$ cat config.mk
export PLATFORM = sky130hd
export DESIGN_NAME = uart_mode_router
export DESIGN_NICKNAME = d
export VERILOG_FILES = /design/src/rtl/uart_rt_pkg.sv /design/src/rtl/uart_ctrl_regs.sv /design/src/rtl/uart_byte_router.sv /design/src/rtl/uart_idle_timer.sv /design/src/rtl/uart_mode_router.sv
export SDC_FILE = /design/constraint.sdc
export NUM_CORES = 1
export LEC_CHECK = 0
export CAP_MARGIN = 10
export CORE_ASPECT_RATIO = 0.75
export CORE_UTILIZATION = 50
export DETAILED_ROUTE_END_ITERATION = 10
export DONT_BUFFER_PORTS = 1
export MAX_ROUTING_LAYER = met4
export PLACE_DENSITY = 0.72
export SETUP_SLACK_MARGIN = 0.15
export SLEW_MARGIN = 10
export SYNTH_ARGS = -nofsm -noshare
export SYNTH_HDL_FRONTEND = slang
export SYNTH_SLANG_ARGS = --single-unit
$ cat constraint.sdc
create_clock -name clk -period 1.05 [get_ports clk]
set_clock_uncertainty 0.05 [all_clocks]
set_input_delay 0.21 -clock clk [delete_from_list [all_inputs] [get_ports clk]]
set_output_delay 0.21 -clock clk [all_outputs]
set_load 0.03 [all_outputs]
$ cat src/rtl/uart_rt_pkg.sv
package uart_rt_pkg;
  typedef enum logic [1:0] {
    CH_NORMAL = 2'd0,
    CH_ECHO   = 2'd1,
    CH_LOCAL  = 2'd2,
    CH_REMOTE = 2'd3
  } chan_mode_e;

  localparam int CTRL_W = 9;
  localparam int B_RXCLR = 0;
  localparam int B_TXCLR = 1;
  localparam int B_RXON  = 2;
  localparam int B_RXOFF = 3;
  localparam int B_TXON  = 4;
  localparam int B_TXOFF = 5;
  localparam int B_BRKGO = 7;
  localparam int B_BRKEND = 8;
  localparam logic [CTRL_W-1:0] CTRL_RESET = 9'h128;
  localparam logic [CTRL_W-1:0] CTRL_KEEP  = ~(CTRL_W'(1 << B_RXCLR) | CTRL_W'(1 << B_TXCLR));
endpackage

$ cat src/rtl/uart_ctrl_regs.sv
module uart_ctrl_regs
  import uart_rt_pkg::*;
#(
  parameter int TOUT_W = 8
) (
  input  logic              clk,
  input  logic              rst_n,
  input  logic              ctrl_we,
  input  logic [CTRL_W-1:0] ctrl_wdata,
  input  logic              mode_we,
  input  logic [1:0]        mode_wdata,
  input  logic              tout_we,
  input  logic [TOUT_W-1:0] tout_wdata,
  output logic [CTRL_W-1:0] ctrl_q,
  output chan_mode_e        mode_q,
  output logic              tout_nz,
  output logic              rx_fifo_rst,
  output logic              tx_fifo_rst,
  output logic              rx_en,
  output logic              tx_en,
  output logic              break_req
);
  logic [TOUT_W-1:0] tout_q;

  always_ff @(posedge clk) begin
    if (!rst_n) begin
      ctrl_q      <= CTRL_RESET;
      mode_q      <= CH_NORMAL;
      tout_q      <= '0;
      rx_fifo_rst <= 1'b0;
      tx_fifo_rst <= 1'b0;
    end else begin
      rx_fifo_rst <= ctrl_we & ctrl_wdata[B_RXCLR];
      tx_fifo_rst <= ctrl_we & ctrl_wdata[B_TXCLR];
      if (ctrl_we) ctrl_q <= ctrl_wdata & CTRL_KEEP;
      if (mode_we) mode_q <= chan_mode_e'(mode_wdata);
      if (tout_we) tout_q <= tout_wdata;
    end
  end

  assign tout_nz   = |tout_q;
  assign rx_en     = ctrl_q[B_RXON] & ~ctrl_q[B_RXOFF];
  assign tx_en     = ctrl_q[B_TXON] & ~ctrl_q[B_TXOFF];
  assign break_req = ctrl_q[B_BRKGO] & ~ctrl_q[B_BRKEND];

  // a clear request produces a pulse and is not retained
  assert_rxclr_pulse_R2: assert property (@(posedge clk) disable iff (!rst_n)
    ctrl_we && ctrl_wdata[B_RXCLR] |=> rx_fifo_rst && !ctrl_q[B_RXCLR]);
  assert_txclr_single_R2: assert property (@(posedge clk) disable iff (!rst_n)
    tx_fifo_rst && !ctrl_we |=> !tx_fifo_rst);
  // a break only starts after a control write
  assert_break_start_R4: assert property (@(posedge clk) disable iff (!rst_n)
    $rose(break_req) |-> $past(ctrl_we));
endmodule

$ cat src/rtl/uart_byte_router.sv
module uart_byte_router
  import uart_rt_pkg::*;
#(
  parameter int DATA_W = 8
) (
  input  logic              clk,
  input  logic              rst_n,
  input  chan_mode_e        mode,
  input  logic              rx_en,
  input  logic              tx_en,
  input  logic              rx_valid,
  output logic              rx_ready,
  input  logic [DATA_W-1:0] rx_data,
  input  logic              rx_break,
  output logic              rxf_valid,
  input  logic              rxf_ready,
  output logic [DATA_W-1:0] rxf_data,
  output logic              txf_valid,
  input  logic              txf_ready,
  output logic [DATA_W-1:0] txf_data,
  input  logic              rxq_valid,
  input  logic [DATA_W-1:0] rxq_data,
  output logic              rxq_pop,
  input  logic              cpu_wr,
  input  logic [DATA_W-1:0] cpu_wdata,
  input  logic              cpu_rd,
  output logic [DATA_W-1:0] cpu_rdata,
  output logic              overrun,
  output logic              line_stored
);
  logic line_to_rx, line_to_tx, cpu_to_rx, cpu_to_tx;
  logic line_take;
  logic [DATA_W-1:0] line_byte;
  logic rx_req, tx_req;

  always_comb begin
    line_to_rx = (mode == CH_NORMAL) || (mode == CH_ECHO);
    line_to_tx = (mode == CH_ECHO)   || (mode == CH_REMOTE);
    cpu_to_rx  = (mode == CH_LOCAL);
    cpu_to_tx  = (mode == CH_NORMAL);

    rx_ready  = !(line_to_tx && tx_en && !txf_ready);
    line_take = rx_valid && rx_ready;
    line_byte = rx_break ? '0 : rx_data;

    if (line_to_rx) begin
      rx_req   = line_take && rx_en;
      rxf_data = line_byte;
    end else begin
      rx_req   = cpu_to_rx && cpu_wr && rx_en;
      rxf_data = cpu_wdata;
    end

    if (line_to_tx) begin
      tx_req   = line_take && tx_en;
      txf_data = line_byte;
    end else begin
      tx_req   = cpu_to_tx && cpu_wr && tx_en;
      txf_data = cpu_wdata;
    end

    rxf_valid   = rx_req && rxf_ready;
    txf_valid   = tx_req && txf_ready;
    overrun     = (rx_req && !rxf_ready) || (tx_req && !txf_ready);
    line_stored = rxf_valid && line_to_rx;

    rxq_pop   = cpu_rd && rx_en && rxq_valid;
    cpu_rdata = rxq_pop ? rxq_data : '0;
  end

  // local loopback never feeds the transmit queue
  assert_local_no_tx_R7: assert property (@(posedge clk) disable iff (!rst_n)
    mode == CH_LOCAL |-> !txf_valid);
  // an overrun only occurs against a queue that is not ready
  assert_overrun_full_R10: assert property (@(posedge clk) disable iff (!rst_n)
    overrun |-> !rxf_ready || !txf_ready);
  // the line is only held off by a full transmit queue
  assert_hold_cause_R9: assert property (@(posedge clk) disable iff (!rst_n)
    !rx_ready |-> !txf_ready && tx_en);
  // a pop needs data and receive enabled
  assert_pop_gate_R12: assert property (@(posedge clk) disable iff (!rst_n)
    rxq_pop |-> rxq_valid && rx_en);
endmodule

$ cat src/rtl/uart_idle_timer.sv
module uart_idle_timer #(
  parameter int TOUT_CHARS = 4
) (
  input  logic clk,
  input  logic rst_n,
  input  logic restart,
  input  logic char_tick,
  input  logic enable,
  output logic rx_timeout
);
  localparam int CNT_W = (TOUT_CHARS > 1) ? $clog2(TOUT_CHARS) : 1;
  localparam logic [CNT_W-1:0] LAST = CNT_W'(TOUT_CHARS - 1);

  logic             armed;
  logic [CNT_W-1:0] ticks;

  always_ff @(posedge clk) begin
    if (!rst_n) begin
      armed      <= 1'b0;
      ticks      <= '0;
      rx_timeout <= 1'b0;
    end else begin
      rx_timeout <= 1'b0;
      if (restart) begin
        armed <= 1'b1;
        ticks <= '0;
      end else if (armed && char_tick) begin
        if (ticks == LAST) begin
          armed      <= 1'b0;
          rx_timeout <= enable;
        end else begin
          ticks <= ticks + 1'b1;
        end
      end
    end
  end

  // the event follows a character tick and lasts one cycle
  assert_tout_after_tick_R13: assert property (@(posedge clk) disable iff (!rst_n)
    rx_timeout |-> $past(char_tick));
  assert_tout_single_R13: assert property (@(posedge clk) disable iff (!rst_n)
    rx_timeout |=> !rx_timeout);
endmodule

$ cat src/rtl/uart_mode_router.sv
module uart_mode_router
  import uart_rt_pkg::*;
#(
  parameter int DATA_W     = 8,
  parameter int TOUT_W     = 8,
  parameter int TOUT_CHARS = 4
) (
  input  logic              clk,
  input  logic              rst_n,
  input  logic              ctrl_we,
  input  logic [8:0]        ctrl_wdata,
  input  logic              mode_we,
  input  logic [1:0]        mode_wdata,
  input  logic              tout_we,
  input  logic [TOUT_W-1:0] tout_wdata,
  output logic [8:0]        ctrl_q,
  output logic [1:0]        mode_q,
  input  logic              rx_valid,
  output logic              rx_ready,
  input  logic [DATA_W-1:0] rx_data,
  input  logic              rx_break,
  output logic              rxf_valid,
  input  logic              rxf_ready,
  output logic [DATA_W-1:0] rxf_data,
  output logic              txf_valid,
  input  logic              txf_ready,
  output logic [DATA_W-1:0] txf_data,
  input  logic              rxq_valid,
  input  logic [DATA_W-1:0] rxq_data,
  output logic              rxq_pop,
  input  logic              cpu_wr,
  input  logic [DATA_W-1:0] cpu_wdata,
  input  logic              cpu_rd,
  output logic [DATA_W-1:0] cpu_rdata,
  input  logic              char_tick,
  output logic              rx_fifo_rst,
  output logic              tx_fifo_rst,
  output logic              rx_en,
  output logic              tx_en,
  output logic              break_req,
  output logic              overrun,
  output logic              rx_timeout
);
  chan_mode_e mode_s;
  logic       tout_nz;
  logic       line_stored;

  uart_ctrl_regs #(.TOUT_W(TOUT_W)) u_regs (
    .clk(clk), .rst_n(rst_n),
    .ctrl_we(ctrl_we), .ctrl_wdata(ctrl_wdata),
    .mode_we(mode_we), .mode_wdata(mode_wdata),
    .tout_we(tout_we), .tout_wdata(tout_wdata),
    .ctrl_q(ctrl_q), .mode_q(mode_s), .tout_nz(tout_nz),
    .rx_fifo_rst(rx_fifo_rst), .tx_fifo_rst(tx_fifo_rst),
    .rx_en(rx_en), .tx_en(tx_en), .break_req(break_req)
  );

  uart_byte_router #(.DATA_W(DATA_W)) u_route (
    .clk(clk), .rst_n(rst_n), .mode(mode_s),
    .rx_en(rx_en), .tx_en(tx_en),
    .rx_valid(rx_valid), .rx_ready(rx_ready), .rx_data(rx_data), .rx_break(rx_break),
    .rxf_valid(rxf_valid), .rxf_ready(rxf_ready), .rxf_data(rxf_data),
    .txf_valid(txf_valid), .txf_ready(txf_ready), .txf_data(txf_data),
    .rxq_valid(rxq_valid), .rxq_data(rxq_data), .rxq_pop(rxq_pop),
    .cpu_wr(cpu_wr), .cpu_wdata(cpu_wdata), .cpu_rd(cpu_rd), .cpu_rdata(cpu_rdata),
    .overrun(overrun), .line_stored(line_stored)
  );

  uart_idle_timer #(.TOUT_CHARS(TOUT_CHARS)) u_idle (
    .clk(clk), .rst_n(rst_n), .restart(line_stored),
    .char_tick(char_tick), .enable(tout_nz), .rx_timeout(rx_timeout)
  );

  assign mode_q = mode_s;
endmodule

==> results of run 1 <==
==> placed cells by master (no fill, tap or decap), drive strengths merged <==
cell          Yosys  final
buf               8     35
o21ai             8      8
nor4              2      2
conb              1      2
nor3              1      1
dlymetal6s4s      0      2
a21oi             1      1
and2              8      8
nand3             1      1
o31ai             1      1
a211oi            1      1
ha                1      1
clkbuf            2      4
a21boi            1      1
and4bb            1      1
dlygate4sd3       0      8
and3              3      4
nor2b            18     18
nor2              3      3
xor2              1      1
dfxtp            23     23
inv               9      9
nand2            13     13
a2bb2oi           1      1
o22ai             1      1
or2b              1      1
mux2i            26     26
o21a              1      1
nand3b            2      2
nand2b           11     11
==> through the flow <==
stage                     worst slack [ns]  utilization  cells
final                               -0.647        0.944    225
after global routing                -0.682        0.944    225
after CTS                           -0.565        0.883    214
after detailed placement            -0.218        0.757    194
after global placement              -0.205        0.757    194
after floorplan                     -0.429            -    151
==> worst paths after layout <==
check / start / to / slack [ns] / cells past startpoint
worst min register to register: u_idle.armed / u_idle.rx_timeout / 0.48 / 2
worst min-delay path: ctrl_wdata[7] / u_regs.ctrl_q[7] / 0.002 / 2
worst max-delay path: u_regs.ctrl_q[5] / overrun / -0.65 / 3
worst max register to register: u_regs.mode_q[0] / u_idle.ticks[0] / -0.41 / 6
==> registers in the layout (all words and copies together) (netlist names) <==
register / cells
u_regs.tout_q: 8
u_regs.ctrl_q: 7
u_idle.ticks: 2
u_regs.mode_q: 2
u_idle.armed: 1
u_idle.rx_timeout: 1
u_regs.rx_fifo_rst: 1
u_regs.tx_fifo_rst: 1
==> cells by family after synthesis <==
kind of cell | after synthesis | share of synthesized area
xor+xnor | 1 | 0.00650
buf+inv | 19 | 0.0687
compound gates | 15 | 0.0854
flops | 23 | 0.342
simple gates | 64 | 0.292
other cells | 1 | 0.00278
mux | 26 | 0.193
fa+ha+maj | 1 | 0.00928
==> worst max-delay path, cell delays in order, from the launching register on <==
cell and delay (ns):
dfxtp_4 0.38, and4bb_4 0.34, a2bb2oi_4 0.23, o22ai_4 0.16
==> where the power goes <==
group / switching [mW] / total, mW / internal (mW)
clock: 0.283 / 0.433 / 0.150
combinational: 0.427 / 0.770 / 0.343
sequential: 0.0554 / 0.959 / 0.903
total: 0.766 / 2.16 / 1.40
==> Yosys cell counts (2+ instances only) <==
cell	number	share of area
mux2i_1	26	0.19
dfxtp_1	23	0.34
nor2b_1	17	0.079
nand2_1	13	0.036
nand2b_1	11	0.051
inv_1	9	0.025
and2_2	8	0.045
o21ai_0	8	0.030
buf_2	5	0.019
nor2_1	3	0.0084
and3_1	2	0.0093
buf_4	2	0.011
clkbuf_1	2	0.0056
nand3b_1	2	0.011
nor4_1	2	0.0093
==> layer usage <==
layer	global-route usage	wire (um)	up-vias	share of wire
li1	-	-	580	-
met1	0.378	1950	675	0.32
met2	0.643	2990	153	0.49
met3	0.113	829	52	0.13
met4	0.133	382	0	0.062
met5	-	0	-	0
==> final cells by class <==
cell class                      count  area (um2)  share of cell area
Tap cell                           34        42.5              0.0186
Sequential cell                    23         503               0.220
Multi-Input combinational cell    110        1150               0.501
Timing Repair Buffer               45         534               0.234
Inverter                            9        33.8              0.0148
Clock buffer                        4        26.3              0.0115
==> what timing repair did <==
item                                   CTS  global route
gates resized for setup                 30            12
pin swaps                               12             9
setup buffers                            7             7
hold buffers                             6             4
setup endpoints to repair               50            64
cloned                                   3             0
endpoints found under the hold margin   21             3
==> metrics, run 1 <==
largest net degree at the start of global routing=19; Detailed Route Iter0 Violations=93; Syn Inst Count=150; Worst Hold Class=input pin to flop; DIE AREA=roughly 2900 um2; HPWL after DPL=between 2 and 3 mm; Initial Util=0.557; sequential area share after synthesis=0.342; GRT Residual Overflow=0; worst slew pin tran=about 0.7 ns; Slew Viols, Final=0; Die Wd=about 62 um; Worst VDD drop=approximately 0.00066 V; # rows=15; Fmax=589 MHz; Remaining DRCs=0; Num Clock Sinks=23; unrepaired setup endpoints after global routing=yes; post-route clock period utilization=1.62; diode count=0; die height=approximately 47 um; CP max FO=3; max_cap viols=0; setup TNS=-19.41 ns; # fillers=between 60 and 70; worst-skew pair later-pin latency=0.33 ns; worst rel slew slack=0.541; critical path class=flop to primary output; status=finished, violations left; GPL Wtd Cong=approximately 0.63; via count=approximately 1500; arrival time worst endpoint=about 1.4 ns; Worst-path clk slew=roughly 0.12 ns; Final min period=~1.7 ns; placed cell area=1830 um2; YS warnings=0; Port-buffer cells=0; routed wire length per instance=about 27 um; H-tree depth=1; fin worst setup slack=-0.647 ns; synthesis-to-finish area growth=69.6%; CTS tree=done; pwr/cell area=about 950 nW/um2; Pre-antenna DRT Iters=4; Unique masters post-synth=32; design area=2290 um2; final setup fails=45; Startpoint Class=flop; ys async rst share=0; area of the core=between 2000 and 2500 um2; worst path required time=between 0.7 and 0.8 ns; Via density=approximately 6.5; Max Root-Sink Buffers=2; CTS Buf Count=3; Syn Std Cell Area=around 1300 um2; CP endpoint kind=primary output; Antenna Nets Post-Route=0; Total Wirelength=6.15 mm; GRT Util Overall=0.362; #FFs+latches synth=23; final hold slack=about 0.0018 ns; Final Hold Fails=0; Layout Nets=~250; Post-Syn Area per Cell=approximately 9 um2; IO Pins=roughly 100; first-pass GRT wire length=just under 7 mm; violated checks=negative setup slack; Post-synth EDFFs=0; Lkg Pwr=between 0.9 and 1 nW; initial antenna violation count=0; layout cells sized above 1=0.518; number of global-route vias before repair=between 1000 and 1500; Main synth FF type=dfxtp_1; Power, Total=roughly 2.2 mW; clk root buf=clkbuf_4
(Power assumes the default switching activity.)
==> run 2, diff against run 1 <==
- CORE_ASPECT_RATIO: 0.75 -> 1.4
==> run 2 against run 1 <==
Compared with the run above: the run still ends with negative setup slack left; critical path depth unchanged; sequential share of layout area is 1.7 points higher; count of clock-buffer cells in the layout fell by 1; wire length shrank 34%; sequential power about the same; setup slack improved by 0.057 ns; highest routed layer unchanged; cell area decreased by 6.8%.
==> metrics, run 2 (synthesis results as in run 1) <==
CP max-delay cell=dfxtp_4 (unchanged); synthesis-to-finish area growth=58.1% (was 69.6%); post-place setup slack=-0.218 ns (about the same); CP max FO=3 (unchanged); GRT Util Overall=0.254 (was 0.362); Lkg Pwr=0.899 nW (was 0.964 nW); CTS tree=done (unchanged); Die Wd=45.9 um (was 61.9 um); # rows=21 (was 15); clk root buf=clkbuf_4 (unchanged); CP max stage delay=0.38 ns (about the same); most frequent cells in the layout=18 x mux2i_1, 14 x nor2b_1, 12 x dfxtp_4 (was 16 x mux2i_1, 15 x buf_6, 14 x nor2b_1); Port-buffer cells=0 (unchanged); Initial Util=0.546 (was 0.557); max FFs per register=8 (unchanged); met3 GRT Util=0.0458 (was 0.113); # fillers=134 (was 61); Regs by FF count=u_regs.tout_q x8, u_regs.ctrl_q x7 (unchanged); Biggest register=u_regs.tout_q (unchanged); unrepaired setup endpoints after global routing=yes (unchanged); critical path class=flop to primary output (unchanged); worst slew pin tran=0.594 ns (was 0.688 ns); worst r2r src=u_regs.mode_q[0] (unchanged); first-pass GRT wire length=5.33 mm (was 6.84 mm); number of global-route vias before repair=1172 (was 1306); layout cells sized above 1=0.500 (was 0.518); die height=63.4 um (was 47.0 um); Final min period=1.64 ns (was 1.70 ns); commonest non-fill, non-tap cell in the layout=mux2i_1 (unchanged); largest net degree at the start of global routing=19 (unchanged); violated checks=negative setup slack (unchanged); initial antenna violation count=0 (unchanged); HPWL after DPL=2.59 mm (was 2.68 mm); worst path buffer plus inverter count=0 (unchanged); arrival time worst endpoint=1.38 ns (was 1.44 ns); Worst Hold Class=input pin to flop (unchanged); final setup fails=42 (was 45); Hold Startpoint=tout_wdata[6] (was ctrl_wdata[7]); GR Layer Usage met1=0.248 (was 0.378); Multi-input gate area=1140 um2 (was 1150 um2); Remaining DRCs=0 (unchanged); area of the core=2470 um2 (was 2420 um2); CP endpoint kind=primary output (unchanged); GPL Wtd Cong=0.779 (was 0.633); worst path required time=0.79 ns (about the same); Total Wirelength=4.07 mm (was 6.15 mm); Final Hold Fails=0 (unchanged); diode count=0 (unchanged); Fmax=610 MHz (was 589 MHz); Setup crit start=u_regs.ctrl_q[5] (unchanged); CP top delay family=flip-flops (was compound AO/OA/AOI/OAI gates); IO Pins=102 (unchanged); routed wire length per instance=19.0 um (was 27.3 um); H-tree depth=1 (unchanged); DIE AREA=2910 um2 (about the same); Antenna Nets Post-Route=0 (unchanged); post-route clock period utilization=1.56 (was 1.62); CP cell instances=and4bb_4 > a2bb2oi_4 > o22ai_4 (unchanged); Startpoint Class=flop (unchanged); final hold slack=0.00590 ns (was 0.00179 ns); Detailed Route Iter0 Violations=18 (was 93); Pre-antenna DRT Iters=4 (unchanged); FF+latch area=505 um2 (was 503 um2); Max Root-Sink Buffers=2 (unchanged); GR Util met2=0.465 (was 0.643); fin worst setup slack=-0.590 ns (was -0.647 ns); Num Clock Sinks=23 (unchanged); busiest grt layer=met2 (unchanged); max_cap viols=0 (unchanged); status=finished, violations left (unchanged); GRT Residual Overflow=0 (unchanged); Worst VDD drop=0.000632 V (was 0.000658 V); worst rel slew slack=0.604 (was 0.541); Layout Nets=238 (was 249); CTS Buf Count=3 (unchanged); via count=1198 (was 1460); Worst-path clk slew=0.13 ns (was 0.12 ns); Slew Viols, Final=0 (unchanged); Via density=5.60 (was 6.49); pwr/cell area=959 nW/um2 (was 946 nW/um2); worst-skew pair later-pin latency=0.32 ns (was 0.33 ns)
run 2: cell types whose count changed in the layout (fill, tap and decap cells not counted), moves of 2 or more:
cell	previous run	this run
nand2_2	1	3
mux2i_1	16	18
mux2i_2	2	0
buf_6	15	9
nand2_1	6	4
buf_12	5	2
run 2: layout make-up:
| cell class | instances | share of cell area |
|---|---|---|
| clock inverter | 1 | 0.00235 |
| multi-input combinational | 110 | 0.537 |
| tap | 34 | 0.0200 |
| clock buffer | 3 | 0.0106 |
| timing repair buffer | 34 | 0.177 |
| inverter | 9 | 0.0159 |
| sequential | 23 | 0.237 |
run 2: metal layers:
layer / vias to the layer above / routed length, um
li1: 553 / -
met3: 8 / 247
met2: 60 / 2410
met1: 577 / 1370
met4: 0 / 54
met5: - / 0
run 2: repair_timing:
| action | CTS | global route |
|---|---|---|
| gates resized for setup | 32 | 5 |
| setup buffers | 1 | 2 |
| endpoints found under the hold margin | 21 | 5 |
| hold buffers | 5 | 4 |
| pin swaps | 10 | 6 |
| gates cloned | 1 | 1 |
| endpoints found under the setup margin | 50 | 64 |
run 2: worst register-to-register path, stage by stage (launching register included):
cell,delay (ns)
dfxtp_4,0.40
and4bb_4,0.22
buf_4,0.15
o31ai_4,0.27
a211oi_2,0.05
run 2: power breakdown:
group          switching (mW)  leakage, nW  internal, mW
clock                   0.274       0.0177         0.143
combinational           0.370        0.686         0.299
sequential             0.0574        0.195         0.902
run 2: stage by stage:
step | cell area [um2] | total power [mW] | util | cells | setup TNS (ns)
2_1_floorplan | 1740 | 1.50 | - | 151 | -7.14
4_1_cts | 2050 | 1.99 | 0.829 | 207 | -16.41
3_3_place_gp | 1830 | 1.51 | 0.743 | 196 | -3.60
6_report | 2130 | 2.04 | 0.863 | 214 | -15.52
3_5_place_dp | 1830 | 1.53 | 0.743 | 196 | -4.03
5_1_grt | 2130 | 2.12 | 0.863 | 214 | -17.19
run 2: worst paths after layout:
| path | endpoint | cells past startpoint | slack [ns] |
|---|---|---|---|
| max reg2reg | u_idle.rx_timeout | 4 | -0.19 |
| max | overrun | 3 | -0.59 |
| min reg2reg | u_idle.rx_timeout | 2 | 0.47 |
| min | u_regs.tout_q[6] | 2 | 0.006 |
